### src/rtl/dma_pkg.sv
`timescale 1ns/1ps
package dma_pkg;
   localparam logic [1:0] MODE_M2M = 2'b00;
   localparam logic [1:0] MODE_P2M = 2'b01;
   localparam logic [1:0] MODE_M2P = 2'b10;

   localparam logic [1:0] DIR_FIX  = 2'b10;
   localparam logic [1:0] DIR_WRAP = 2'b11;

   localparam logic [1:0] WID_BYTE = 2'b01;
   localparam logic [1:0] WID_HALF = 2'b10;

   localparam int CB_EN   = 0;
   localparam int CB_SRST = 1;
   localparam int CB_MODE = 2;
   localparam int CB_SDIR = 4;
   localparam int CB_DDIR = 6;
   localparam int CB_WID  = 8;
   localparam int CB_TRIG = 10;

   localparam int NSTS     = 4;
   localparam int SB_ABORT = 0;
   localparam int SB_DONE  = 1;
   localparam int SB_WRAP  = 2;
   localparam int SB_HALF  = 3;

   localparam int RI_CTRL = 0;
   localparam int RI_SRC  = 1;
   localparam int RI_DST  = 2;
   localparam int RI_CNT  = 3;
   localparam int RI_IEN  = 4;
   localparam int RI_STS  = 5;
   localparam int RI_CSRC = 6;
   localparam int RI_CDST = 7;
   localparam int RI_CCNT = 8;

   typedef enum logic [1:0] {
      ST_IDLE  = 2'd0,
      ST_CHECK = 2'd1,
      ST_READ  = 2'd2,
      ST_WRITE = 2'd3
   } eng_state_t;
endpackage

### src/rtl/dma_addr_gen.sv
`timescale 1ns/1ps
module dma_addr_gen #(
   parameter int AW = 32
) (
   input  logic          clk,
   input  logic          rst_n,
   input  logic          clr,
   input  logic          load,
   input  logic [AW-1:0] base,
   input  logic          adv,
   input  logic [1:0]    dir,
   input  logic [2:0]    step,
   output logic [AW-1:0] cur
);
   import dma_pkg::*;

   always_ff @(posedge clk or negedge rst_n) begin
      if (!rst_n)                     cur <= '0;
      else if (clr)                   cur <= '0;
      else if (load)                  cur <= base;
      else if (adv && dir != DIR_FIX) cur <= cur + AW'(step);
   end
endmodule

### src/rtl/dma_regs.sv
`timescale 1ns/1ps
module dma_regs #(
   parameter int AW      = 32,
   parameter int CW      = 16,
   parameter int RAW     = 4,
   parameter int RST_CYC = 3
) (
   input  logic                     clk,
   input  logic                     rst_n,
   input  logic                     reg_we,
   input  logic [RAW-1:0]           reg_addr,
   input  logic [31:0]              reg_wdata,
   output logic [31:0]              reg_rdata,
   output logic                     cfg_en,
   output logic                     cfg_srst,
   output logic [1:0]               cfg_mode,
   output logic [1:0]               cfg_sdir,
   output logic [1:0]               cfg_ddir,
   output logic [1:0]               cfg_wid,
   output logic                     cfg_trig,
   output logic [AW-1:0]            prog_src,
   output logic [AW-1:0]            prog_dst,
   output logic [CW-1:0]            prog_cnt,
   output logic [dma_pkg::NSTS-1:0] sts,
   output logic                     irq,
   input  logic [AW-1:0]            cur_src,
   input  logic [AW-1:0]            cur_dst,
   input  logic [CW-1:0]            cur_cnt,
   input  logic [dma_pkg::NSTS-1:0] sts_set,
   input  logic                     clr_trig
);
   import dma_pkg::*;

   localparam int SCW = $clog2(RST_CYC + 1);

   logic [NSTS-1:0] ien;
   logic [SCW-1:0]  srst_cnt;
   logic            wr_ctrl, wr_sts;

   assign wr_ctrl = reg_we && (reg_addr == RAW'(RI_CTRL));
   assign wr_sts  = reg_we && (reg_addr == RAW'(RI_STS));

   always_ff @(posedge clk or negedge rst_n) begin
      if (!rst_n) begin
         cfg_en   <= 1'b0;
         cfg_mode <= '0;
         cfg_sdir <= '0;
         cfg_ddir <= '0;
         cfg_wid  <= '0;
         cfg_trig <= 1'b0;
         prog_src <= '0;
         prog_dst <= '0;
         prog_cnt <= '0;
         ien      <= '0;
      end else begin
         if (wr_ctrl) begin
            cfg_en   <= reg_wdata[CB_EN];
            cfg_mode <= reg_wdata[CB_MODE +: 2];
            cfg_sdir <= reg_wdata[CB_SDIR +: 2];
            cfg_ddir <= reg_wdata[CB_DDIR +: 2];
            cfg_wid  <= reg_wdata[CB_WID +: 2];
            cfg_trig <= reg_wdata[CB_TRIG] && !clr_trig;
         end else if (clr_trig) begin
            cfg_trig <= 1'b0;
         end
         if (reg_we && reg_addr == RAW'(RI_SRC)) prog_src <= reg_wdata[AW-1:0];
         if (reg_we && reg_addr == RAW'(RI_DST)) prog_dst <= reg_wdata[AW-1:0];
         if (reg_we && reg_addr == RAW'(RI_CNT)) prog_cnt <= reg_wdata[CW-1:0];
         if (reg_we && reg_addr == RAW'(RI_IEN)) ien      <= reg_wdata[NSTS-1:0];
      end
   end

   // Soft reset bit: set by software, dropped by hardware after RST_CYC cycles.
   always_ff @(posedge clk or negedge rst_n) begin
      if (!rst_n) begin
         cfg_srst <= 1'b0;
         srst_cnt <= '0;
      end else if (cfg_srst) begin
         if (srst_cnt == SCW'(RST_CYC - 1)) begin
            cfg_srst <= 1'b0;
            srst_cnt <= '0;
         end else begin
            srst_cnt <= srst_cnt + 1'b1;
         end
      end else if (wr_ctrl && reg_wdata[CB_SRST]) begin
         cfg_srst <= 1'b1;
      end
   end

   // Status: write-one-to-clear, a hardware set in the same cycle wins.
   always_ff @(posedge clk or negedge rst_n) begin
      if (!rst_n) sts <= '0;
      else        sts <= (sts & ~(wr_sts ? reg_wdata[NSTS-1:0] : '0)) | sts_set;
   end

   assign irq = |(sts & ien);

   always_comb begin
      reg_rdata = '0;
      case (reg_addr)
         RAW'(RI_CTRL): begin
            reg_rdata[CB_EN]       = cfg_en;
            reg_rdata[CB_SRST]     = cfg_srst;
            reg_rdata[CB_MODE +: 2] = cfg_mode;
            reg_rdata[CB_SDIR +: 2] = cfg_sdir;
            reg_rdata[CB_DDIR +: 2] = cfg_ddir;
            reg_rdata[CB_WID +: 2]  = cfg_wid;
            reg_rdata[CB_TRIG]     = cfg_trig;
         end
         RAW'(RI_SRC):  reg_rdata[AW-1:0]   = prog_src;
         RAW'(RI_DST):  reg_rdata[AW-1:0]   = prog_dst;
         RAW'(RI_CNT):  reg_rdata[CW-1:0]   = prog_cnt;
         RAW'(RI_IEN):  reg_rdata[NSTS-1:0] = ien;
         RAW'(RI_STS):  reg_rdata[NSTS-1:0] = sts;
         RAW'(RI_CSRC): reg_rdata[AW-1:0]   = cur_src;
         RAW'(RI_CDST): reg_rdata[AW-1:0]   = cur_dst;
         RAW'(RI_CCNT): reg_rdata[CW-1:0]   = cur_cnt;
         default:       reg_rdata = '0;
      endcase
   end
endmodule

### src/rtl/dma_engine.sv
`timescale 1ns/1ps
module dma_engine #(
   parameter int AW = 32,
   parameter int DW = 32,
   parameter int CW = 16
) (
   input  logic                     clk,
   input  logic                     rst_n,
   input  logic                     srst,
   input  logic                     en,
   input  logic                     trig,
   input  logic [1:0]               mode,
   input  logic [1:0]               sdir,
   input  logic [1:0]               ddir,
   input  logic [1:0]               wid,
   input  logic [AW-1:0]            prog_src,
   input  logic [AW-1:0]            prog_dst,
   input  logic [CW-1:0]            prog_cnt,
   input  logic                     per_req,
   output logic                     per_ack,
   output logic                     bus_req,
   output logic                     bus_we,
   output logic [AW-1:0]            bus_addr,
   output logic [DW-1:0]            bus_wdata,
   output logic [1:0]               bus_size,
   input  logic                     bus_ack,
   input  logic                     bus_err,
   input  logic [DW-1:0]            bus_rdata,
   output logic [AW-1:0]            cur_src,
   output logic [AW-1:0]            cur_dst,
   output logic [CW-1:0]            cur_cnt,
   output logic [dma_pkg::NSTS-1:0] sts_set,
   output logic                     clr_trig,
   output logic                     load
);
   import dma_pkg::*;

   localparam int NEND = 2;   // end 0 = source, end 1 = destination

   eng_state_t      state_q, state_d;
   logic            locked_q;
   logic [DW-1:0]   buf_q;
   logic            periph, wrap_mode, cnt_zero;
   logic            start, reload, finish, abort, rd_ok, wr_ok;
   logic [2:0]      step;
   logic [CW-1:0]   cnt_dec;

   logic [AW-1:0]   end_base [NEND];
   logic [AW-1:0]   end_cur  [NEND];
   logic [1:0]      end_dir  [NEND];
   logic            end_adv  [NEND];

   assign periph    = (mode == MODE_P2M) || (mode == MODE_M2P);
   assign wrap_mode = (sdir == DIR_WRAP) || (ddir == DIR_WRAP);
   assign cnt_zero  = (cur_cnt == '0);

   always_comb begin
      if (!periph)               bus_size = 2'd2;
      else if (wid == WID_BYTE)  bus_size = 2'd0;
      else if (wid == WID_HALF)  bus_size = 2'd1;
      else                       bus_size = 2'd2;
   end
   assign step = 3'd1 << bus_size;

   assign start  = (state_q == ST_IDLE) && en && trig && !locked_q;
   assign reload = (state_q == ST_CHECK) && en && cnt_zero && wrap_mode;
   assign finish = (state_q == ST_CHECK) && en && cnt_zero && !wrap_mode;
   assign abort  = ((state_q == ST_READ) || (state_q == ST_WRITE)) && bus_err;
   assign rd_ok  = (state_q == ST_READ)  && bus_ack && !bus_err;
   assign wr_ok  = (state_q == ST_WRITE) && bus_ack && !bus_err;
   assign load   = start || reload;

   assign cnt_dec = (cur_cnt > CW'(step)) ? cur_cnt - CW'(step) : '0;

   always_comb begin
      sts_set           = '0;
      sts_set[SB_ABORT] = abort;
      sts_set[SB_DONE]  = finish;
      sts_set[SB_WRAP]  = reload;
      sts_set[SB_HALF]  = wr_ok && (cnt_dec == (prog_cnt >> 1));
   end
   assign clr_trig = finish || abort;

   always_comb begin
      state_d = state_q;
      case (state_q)
         ST_IDLE:  if (start) state_d = ST_CHECK;
         ST_CHECK: begin
            if (!en)                          state_d = ST_IDLE;
            else if (cnt_zero)                state_d = wrap_mode ? ST_CHECK : ST_IDLE;
            else if (!periph || per_req)      state_d = ST_READ;
         end
         ST_READ: begin
            if (bus_err)      state_d = ST_IDLE;
            else if (bus_ack) state_d = en ? ST_WRITE : ST_IDLE;
         end
         ST_WRITE: begin
            if (bus_err)      state_d = ST_IDLE;
            else if (bus_ack) state_d = ST_CHECK;
         end
         default: state_d = ST_IDLE;
      endcase
   end

   always_ff @(posedge clk or negedge rst_n) begin
      if (!rst_n) begin
         state_q  <= ST_IDLE;
         locked_q <= 1'b0;
         buf_q    <= '0;
         cur_cnt  <= '0;
      end else if (srst) begin
         state_q  <= ST_IDLE;
         locked_q <= 1'b0;
         buf_q    <= '0;
         cur_cnt  <= '0;
      end else begin
         state_q <= state_d;
         if (abort) locked_q <= 1'b1;
         if (rd_ok) buf_q <= bus_rdata;
         if (load)       cur_cnt <= prog_cnt;
         else if (wr_ok) cur_cnt <= cnt_dec;
      end
   end

   assign end_base[0] = prog_src;
   assign end_base[1] = prog_dst;
   assign end_dir[0]  = sdir;
   assign end_dir[1]  = ddir;
   assign end_adv[0]  = rd_ok;
   assign end_adv[1]  = wr_ok;

   for (genvar e = 0; e < NEND; e++) begin : g_end
      dma_addr_gen #(.AW(AW)) u_addr (
         .clk  (clk),
         .rst_n(rst_n),
         .clr  (srst),
         .load (load),
         .base (end_base[e]),
         .adv  (end_adv[e]),
         .dir  (end_dir[e]),
         .step (step),
         .cur  (end_cur[e])
      );
   end

   assign cur_src   = end_cur[0];
   assign cur_dst   = end_cur[1];
   assign bus_req   = (state_q == ST_READ) || (state_q == ST_WRITE);
   assign bus_we    = (state_q == ST_WRITE);
   assign bus_addr  = bus_we ? cur_dst : cur_src;
   assign bus_wdata = buf_q;
   assign per_ack   = wr_ok && periph;
endmodule

### src/rtl/dma_xfer_channel.sv
`timescale 1ns/1ps
module dma_xfer_channel #(
   parameter int AW      = 32,
   parameter int DW      = 32,
   parameter int CW      = 16,
   parameter int RAW     = 4,
   parameter int RST_CYC = 3
) (
   input  logic           clk,
   input  logic           rst_n,
   input  logic           reg_we,
   input  logic [RAW-1:0] reg_addr,
   input  logic [31:0]    reg_wdata,
   output logic [31:0]    reg_rdata,
   output logic           irq,
   input  logic           per_req,
   output logic           per_ack,
   output logic           bus_req,
   output logic           bus_we,
   output logic [AW-1:0]  bus_addr,
   output logic [DW-1:0]  bus_wdata,
   output logic [1:0]     bus_size,
   input  logic           bus_ack,
   input  logic           bus_err,
   input  logic [DW-1:0]  bus_rdata
);
   import dma_pkg::*;

   if (AW < 8 || AW > 32) begin : g_bad_aw
      $error("AW must lie in 8..32");
   end
   if (DW != 32) begin : g_bad_dw
      $error("DW must be 32");
   end
   if (CW < 3 || CW > 24) begin : g_bad_cw
      $error("CW must lie in 3..24");
   end
   if (RAW < 4) begin : g_bad_raw
      $error("RAW must be at least 4");
   end
   if (RST_CYC < 1) begin : g_bad_rst
      $error("RST_CYC must be at least 1");
   end

   logic            cfg_en, cfg_srst, cfg_trig;
   logic [1:0]      cfg_mode, cfg_sdir, cfg_ddir, cfg_wid;
   logic [AW-1:0]   prog_src, prog_dst, cur_src, cur_dst;
   logic [CW-1:0]   prog_cnt, cur_cnt;
   logic [NSTS-1:0] sts, sts_set;
   logic            clr_trig, eng_load;

   dma_regs #(.AW(AW), .CW(CW), .RAW(RAW), .RST_CYC(RST_CYC)) u_regs (
      .clk      (clk),
      .rst_n    (rst_n),
      .reg_we   (reg_we),
      .reg_addr (reg_addr),
      .reg_wdata(reg_wdata),
      .reg_rdata(reg_rdata),
      .cfg_en   (cfg_en),
      .cfg_srst (cfg_srst),
      .cfg_mode (cfg_mode),
      .cfg_sdir (cfg_sdir),
      .cfg_ddir (cfg_ddir),
      .cfg_wid  (cfg_wid),
      .cfg_trig (cfg_trig),
      .prog_src (prog_src),
      .prog_dst (prog_dst),
      .prog_cnt (prog_cnt),
      .sts      (sts),
      .irq      (irq),
      .cur_src  (cur_src),
      .cur_dst  (cur_dst),
      .cur_cnt  (cur_cnt),
      .sts_set  (sts_set),
      .clr_trig (clr_trig)
   );

   dma_engine #(.AW(AW), .DW(DW), .CW(CW)) u_eng (
      .clk      (clk),
      .rst_n    (rst_n),
      .srst     (cfg_srst),
      .en       (cfg_en),
      .trig     (cfg_trig),
      .mode     (cfg_mode),
      .sdir     (cfg_sdir),
      .ddir     (cfg_ddir),
      .wid      (cfg_wid),
      .prog_src (prog_src),
      .prog_dst (prog_dst),
      .prog_cnt (prog_cnt),
      .per_req  (per_req),
      .per_ack  (per_ack),
      .bus_req  (bus_req),
      .bus_we   (bus_we),
      .bus_addr (bus_addr),
      .bus_wdata(bus_wdata),
      .bus_size (bus_size),
      .bus_ack  (bus_ack),
      .bus_err  (bus_err),
      .bus_rdata(bus_rdata),
      .cur_src  (cur_src),
      .cur_dst  (cur_dst),
      .cur_cnt  (cur_cnt),
      .sts_set  (sts_set),
      .clr_trig (clr_trig),
      .load     (eng_load)
   );
endmodule

### config.mk
export PLATFORM = sky130hd
export DESIGN_NAME = dma_xfer_channel
export DESIGN_NICKNAME = d
export VERILOG_FILES = /design/src/rtl/dma_pkg.sv /design/src/rtl/dma_addr_gen.sv /design/src/rtl/dma_regs.sv /design/src/rtl/dma_engine.sv /design/src/rtl/dma_xfer_channel.sv
export SDC_FILE = /design/constraint.sdc
export NUM_CORES = 1
export LEC_CHECK = 0
export BUFFER_PORTS_ARGS = -buffer_cell sky130_fd_sc_hd__buf_2
export CORE_MARGIN = 5
export CORE_UTILIZATION = 48
export DETAILED_ROUTE_END_ITERATION = 10
export GPL_TIMING_DRIVEN = 1
export HOLD_SLACK_MARGIN = 0.15
export PLACE_DENSITY = 0.69
export SLEW_MARGIN = 15
export SYNTH_ARGS = -nofsm -noshare
export SYNTH_HDL_FRONTEND = slang
export SYNTH_SLANG_ARGS = --single-unit
export TNS_END_PERCENT = 20
### constraint.sdc
create_clock -name clk -period 5.8 [get_ports clk]
set_input_delay 0.58 -clock clk [delete_from_list [all_inputs] [get_ports clk]]
set_output_delay 0.58 -clock clk [all_outputs]
set_load 0.005 [all_outputs]
==> flow_results.xml <==
<?xml version="1.0" encoding="UTF-8"?>
<metrics>
  <group name="run_status">
    <metric name="run_status" unit="">complete, no violations</metric>
  </group>
  <group name="clock_network">
    <metric name="clock_tree.root_cell" unit="">sky130_fd_sc_hd__clkbuf_16</metric>
    <metric name="numCtsBuffers" unit="">26</metric>
    <metric name="cts_tree" unit="">built</metric>
    <metric name="clkTransAtPathRegs" unit="ns">0.06</metric>
    <metric name="clock_sink_count" unit="">216</metric>
    <metric name="clk_path_buf_depth" unit="">3</metric>
    <metric name="clock_latency" unit="ns">0.53</metric>
    <metric name="post_cts.resized_instances" unit="">0</metric>
    <metric name="ctsHtreeMaxLevel" unit="">1</metric>
    <metric name="post_cts_buffers" unit="">0</metric>
  </group>
  <group name="hold_path">
    <metric name="hp-class" unit="">in -&gt; reg</metric>
    <metric name="timing.hold.worst_path_depth" unit="">3</metric>
    <metric name="holdPathEnd" unit="">u_eng.bus_wdata[18]</metric>
    <metric name="hold_path_origin" unit="">bus_rdata[18]</metric>
  </group>
  <group name="job">
    <metric name="max_cap_violations" unit="">0</metric>
  </group>
  <group name="pwr">
    <metric name="pwr-share-clk" unit="%">24.2</metric>
    <metric name="power_leakage" unit="nW">6.54</metric>
    <metric name="intPower" unit="mW">4.09</metric>
    <metric name="power_switching_share" unit="%">41.3</metric>
    <metric name="report.power.total" unit="mW">6.97</metric>
    <metric name="sw_pwr" unit="mW">2.88</metric>
    <metric name="power.share.combinational" unit="%">38.2</metric>
    <metric name="p_per_area" unit="mW/mm2">487</metric>
    <metric name="sequentialPowerShare" unit="%">37.6</metric>
    <metric name="vdd.ir_drop.worst" unit="uV">249</metric>
  </group>
  <group name="place">
    <metric name="place_hpwl" unit="um">27400</metric>
    <metric name="place.detailed.instances" unit="">1740</metric>
    <metric name="globalplace.congestion" unit="">1.00</metric>
    <metric name="io_buffers" unit="">175</metric>
    <metric name="dpl_cell_area" unit="mm2">0.0134</metric>
  </group>
  <group name="grt">
    <metric name="grt_max_degree" unit="">109</metric>
    <metric name="gr-usage-all-layers" unit="%">26.8</metric>
    <metric name="grt_pass1_vias" unit="">10800</metric>
    <metric name="grt_antenna_before_repair" unit="">0</metric>
    <metric name="global_route.overflow_total" unit="">0</metric>
    <metric name="global_route_wire_length_before_repair" unit="um">62400</metric>
  </group>
  <group name="logic_synthesis">
    <metric name="synthesis.nets" unit="">1399</metric>
    <metric name="ys.flop_type" unit="">sky130_fd_sc_hd__dfrtp_1</metric>
    <metric name="asyncSetResetFlopFracSynth" unit="%">100</metric>
    <metric name="post_synth_num_cell_types" unit="">65</metric>
    <metric name="synth-warning-count" unit="">0</metric>
    <metric name="synth_sequential_area_ratio" unit="%">43.9</metric>
    <metric name="postSynthCellCount" unit="">1312</metric>
    <metric name="synth_enable_flop_cells" unit="">0</metric>
    <metric name="synthesis.area_per_instance" unit="um2">9.38</metric>
    <metric name="syn-cell-area" unit="mm2">0.0123</metric>
    <metric name="postSynthRegisterBits" unit="">216</metric>
  </group>
  <group name="floorplan">
    <metric name="initial_core_util" unit="%">48.7</metric>
    <metric name="chipWidth" unit="um">170</metric>
    <metric name="placementRows" unit="">58</metric>
    <metric name="placeableCoreArea" unit="mm2">0.0253</metric>
    <metric name="die_h" unit="um">170</metric>
    <metric name="design.portCount" unit="">176</metric>
    <metric name="die-area" unit="mm2">0.0289</metric>
  </group>
  <group name="critical_path">
    <metric name="worstReg2RegEnd" unit="">u_regs.sts[3]</metric>
    <metric name="r2r_cells" unit="">14</metric>
    <metric name="critPathKind" unit="">reg -&gt; reg</metric>
    <metric name="crit-reg2reg-launch" unit="">u_regs.cfg_mode[0]</metric>
    <metric name="worstSetupStartpoint" unit="">u_regs.cfg_mode[0]</metric>
    <metric name="worst-endpoint-required" unit="ns">6.22</metric>
    <metric name="rrSetupSlack" unit="ns">1.68</metric>
    <metric name="path_max_fanout" unit="">6</metric>
    <metric name="crit_path_end_kind" unit="">register</metric>
    <metric name="crit_arrival" unit="ns">4.54</metric>
    <metric name="critPathLaunchType" unit="">register</metric>
  </group>
  <group name="finish">
    <metric name="nNetsFinal" unit="">1526</metric>
    <metric name="antenna_cells" unit="">0</metric>
    <metric name="mostFrequentLayoutCells" unit="">sky130_fd_sc_hd__dfrtp_1, sky130_fd_sc_hd__nand2_1, sky130_fd_sc_hd__buf_2</metric>
    <metric name="flow.area_growth_from_synthesis" unit="%">16.3</metric>
    <metric name="layout-drive-gt1-share" unit="%">26.2</metric>
    <metric name="most_common_cell_after_layout_fill_and_taps_aside" unit="">sky130_fd_sc_hd__dfrtp_1</metric>
    <metric name="finish.cell_count_without_fillers" unit="">1787</metric>
    <metric name="final_design_area_no_fill" unit="mm2">0.0143</metric>
  </group>
  <group name="sta">
    <metric name="finalWorstPathRequiredPeriod" unit="ns">4.12</metric>
    <metric name="setup-violations-final" unit="">0</metric>
    <metric name="rsz_0062_raised_after_global_routing" unit="">false</metric>
    <metric name="timing.final.crit_share" unit="%">71.0</metric>
    <metric name="worst_slew_pin_slew" unit="ns">1.06</metric>
    <metric name="final-max-slew-violation-count" unit="">0</metric>
    <metric name="setup_tns" unit="ns">0</metric>
    <metric name="maxClockFrequency" unit="MHz">243</metric>
    <metric name="max_slew_margin" unit="%">29.1</metric>
    <metric name="worst_clock_skew" unit="ns">0.0180</metric>
    <metric name="hold_violations" unit="">0</metric>
  </group>
  <group name="route">
    <metric name="route.final.wire_length" unit="um">39800</metric>
    <metric name="drc_violations" unit="">0</metric>
    <metric name="drt_pre_antenna_iters" unit="">5</metric>
    <metric name="ant_nets" unit="">0</metric>
    <metric name="route.vias.total" unit="">11100</metric>
    <metric name="detailedRoute.firstIterationViolations" unit="">1055</metric>
    <metric name="wire_per_inst" unit="um">22.2</metric>
    <metric name="via_per_inst" unit="">6.23</metric>
  </group>
</metrics>
-- repair_timing --
item,CTS,global route
endpoints found under the hold margin,14,0
hold buffers,1,0
setup endpoints to repair,0,0
-- synth_stat cells, types with 11 or more instances --
cell type	number	area (um2)
sky130_fd_sc_hd__o21ai_0	73	365
sky130_fd_sc_hd__nand3_1	47	235
sky130_fd_sc_hd__nor2b_1	15	93.8
sky130_fd_sc_hd__clkbuf_1	72	270
sky130_fd_sc_hd__xor2_1	26	228
sky130_fd_sc_hd__buf_1	15	56.3
sky130_fd_sc_hd__dfrtp_1	216	5410
sky130_fd_sc_hd__and3_1	16	100
sky130_fd_sc_hd__xnor2_1	15	131
sky130_fd_sc_hd__nor3_1	30	150
sky130_fd_sc_hd__mux2_2	121	1360
sky130_fd_sc_hd__nand4_1	13	81.3
sky130_fd_sc_hd__a21oi_1	65	325
sky130_fd_sc_hd__inv_1	22	82.6
sky130_fd_sc_hd__nand2_1	178	668
sky130_fd_sc_hd__a22oi_1	76	571
sky130_fd_sc_hd__a211oi_1	30	225
sky130_fd_sc_hd__nor2_1	93	349
sky130_fd_sc_hd__a31oi_1	11	68.8
-- layout make-up --
cell class,count,area [um2]
Clock inverter,7,92.6
Multi-Input combinational cell,977,6470
Inverter,22,82.6
Clock buffer,39,801
Sequential cell,216,5410
Fill cell,2234,10900
Tap cell,330,413
Timing Repair Buffer,196,1050
-- worst max-delay path by stage --
stage / to / cells after the start
finish: u_regs.sts[3] / 14
global route: u_regs.sts[3] / 14
CTS: u_regs.sts[3] / 14
detailed placement: u_regs.sts[3] / 14
global placement: u_regs.sts[3] / 14
floorplan: u_regs.sts[3] / 14
-- flip-flops by register name (all words and copies together), names as in the netlist --
signal,flops
u_regs.cfg_srst,1
u_regs.cfg_wid,2
u_eng.bus_wdata,32
u_eng.locked_q,1
u_eng.state_q,2
u_eng.g_end.u_addr.cur,64
u_regs.sts,4
u_regs.cfg_trig,1
u_regs.ien,4
u_regs.cfg_en,1
u_eng.cur_cnt,16
u_regs.cfg_ddir,2
u_regs.prog_src,32
u_regs.cfg_mode,2
u_regs.srst_cnt,2
u_regs.cfg_sdir,2
u_regs.prog_dst,32
u_regs.prog_cnt,16
-- cell families after synthesis --
group / Yosys count / share of synthesized area [%]
compound gates: 338 / 18.4
xor+xnor: 41 / 2.92
fa+ha+maj: 13 / 1.50
buf+inv: 119 / 3.75
flops: 216 / 43.9
mux: 127 / 11.6
simple gates: 458 / 17.9
-- layer usage --
metal  part of all wire, %  GRT usage [%]
met3                   8.6           3.97
met2                    44           40.7
met1                    44           39.5
met4                   3.4           8.96
met5                     0              0
-- per-stage QoR --
step	worst slack (ns)	hold slack, ns	utilization, %
2_1_floorplan	2.32	0.284	-
3_3_place_gp	1.93	0.477	53.1
3_5_place_dp	1.84	0.484	53.1
4_1_cts	1.80	0.267	56.7
5_1_grt	1.51	0.279	56.7
6_report	1.68	0.284	56.7
-- worst max-delay path: stages, from the launching register on --
cell	delay, ns
sky130_fd_sc_hd__dfrtp_1	0.40
sky130_fd_sc_hd__xnor2_1	0.45
sky130_fd_sc_hd__nand2b_1	0.22
sky130_fd_sc_hd__inv_1	0.06
sky130_fd_sc_hd__nor2_1	0.22
sky130_fd_sc_hd__ha_1	0.22
sky130_fd_sc_hd__inv_1	0.05
sky130_fd_sc_hd__fa_1	0.44
sky130_fd_sc_hd__a211oi_2	0.51
sky130_fd_sc_hd__xnor2_1	0.17
sky130_fd_sc_hd__a221o_1	0.39
sky130_fd_sc_hd__a221o_1	0.26
sky130_fd_sc_hd__a221oi_1	0.23
sky130_fd_sc_hd__nand4_1	0.16
sky130_fd_sc_hd__o31ai_1	0.24
-- power by group through the flow --
stage / Sequential [mW] / Clock, mW / Combinational, mW
after global placement: 2.61 / 0 / 2.60
final: 2.62 / 1.68 / 2.66
after CTS: 2.60 / 1.71 / 2.63
after floorplan: 2.31 / 0 / 1.94
after global routing: 2.68 / 1.78 / 2.93
after detailed placement: 2.62 / 0 / 2.60
No activity file was read; power rests on OpenSTA's default activity.
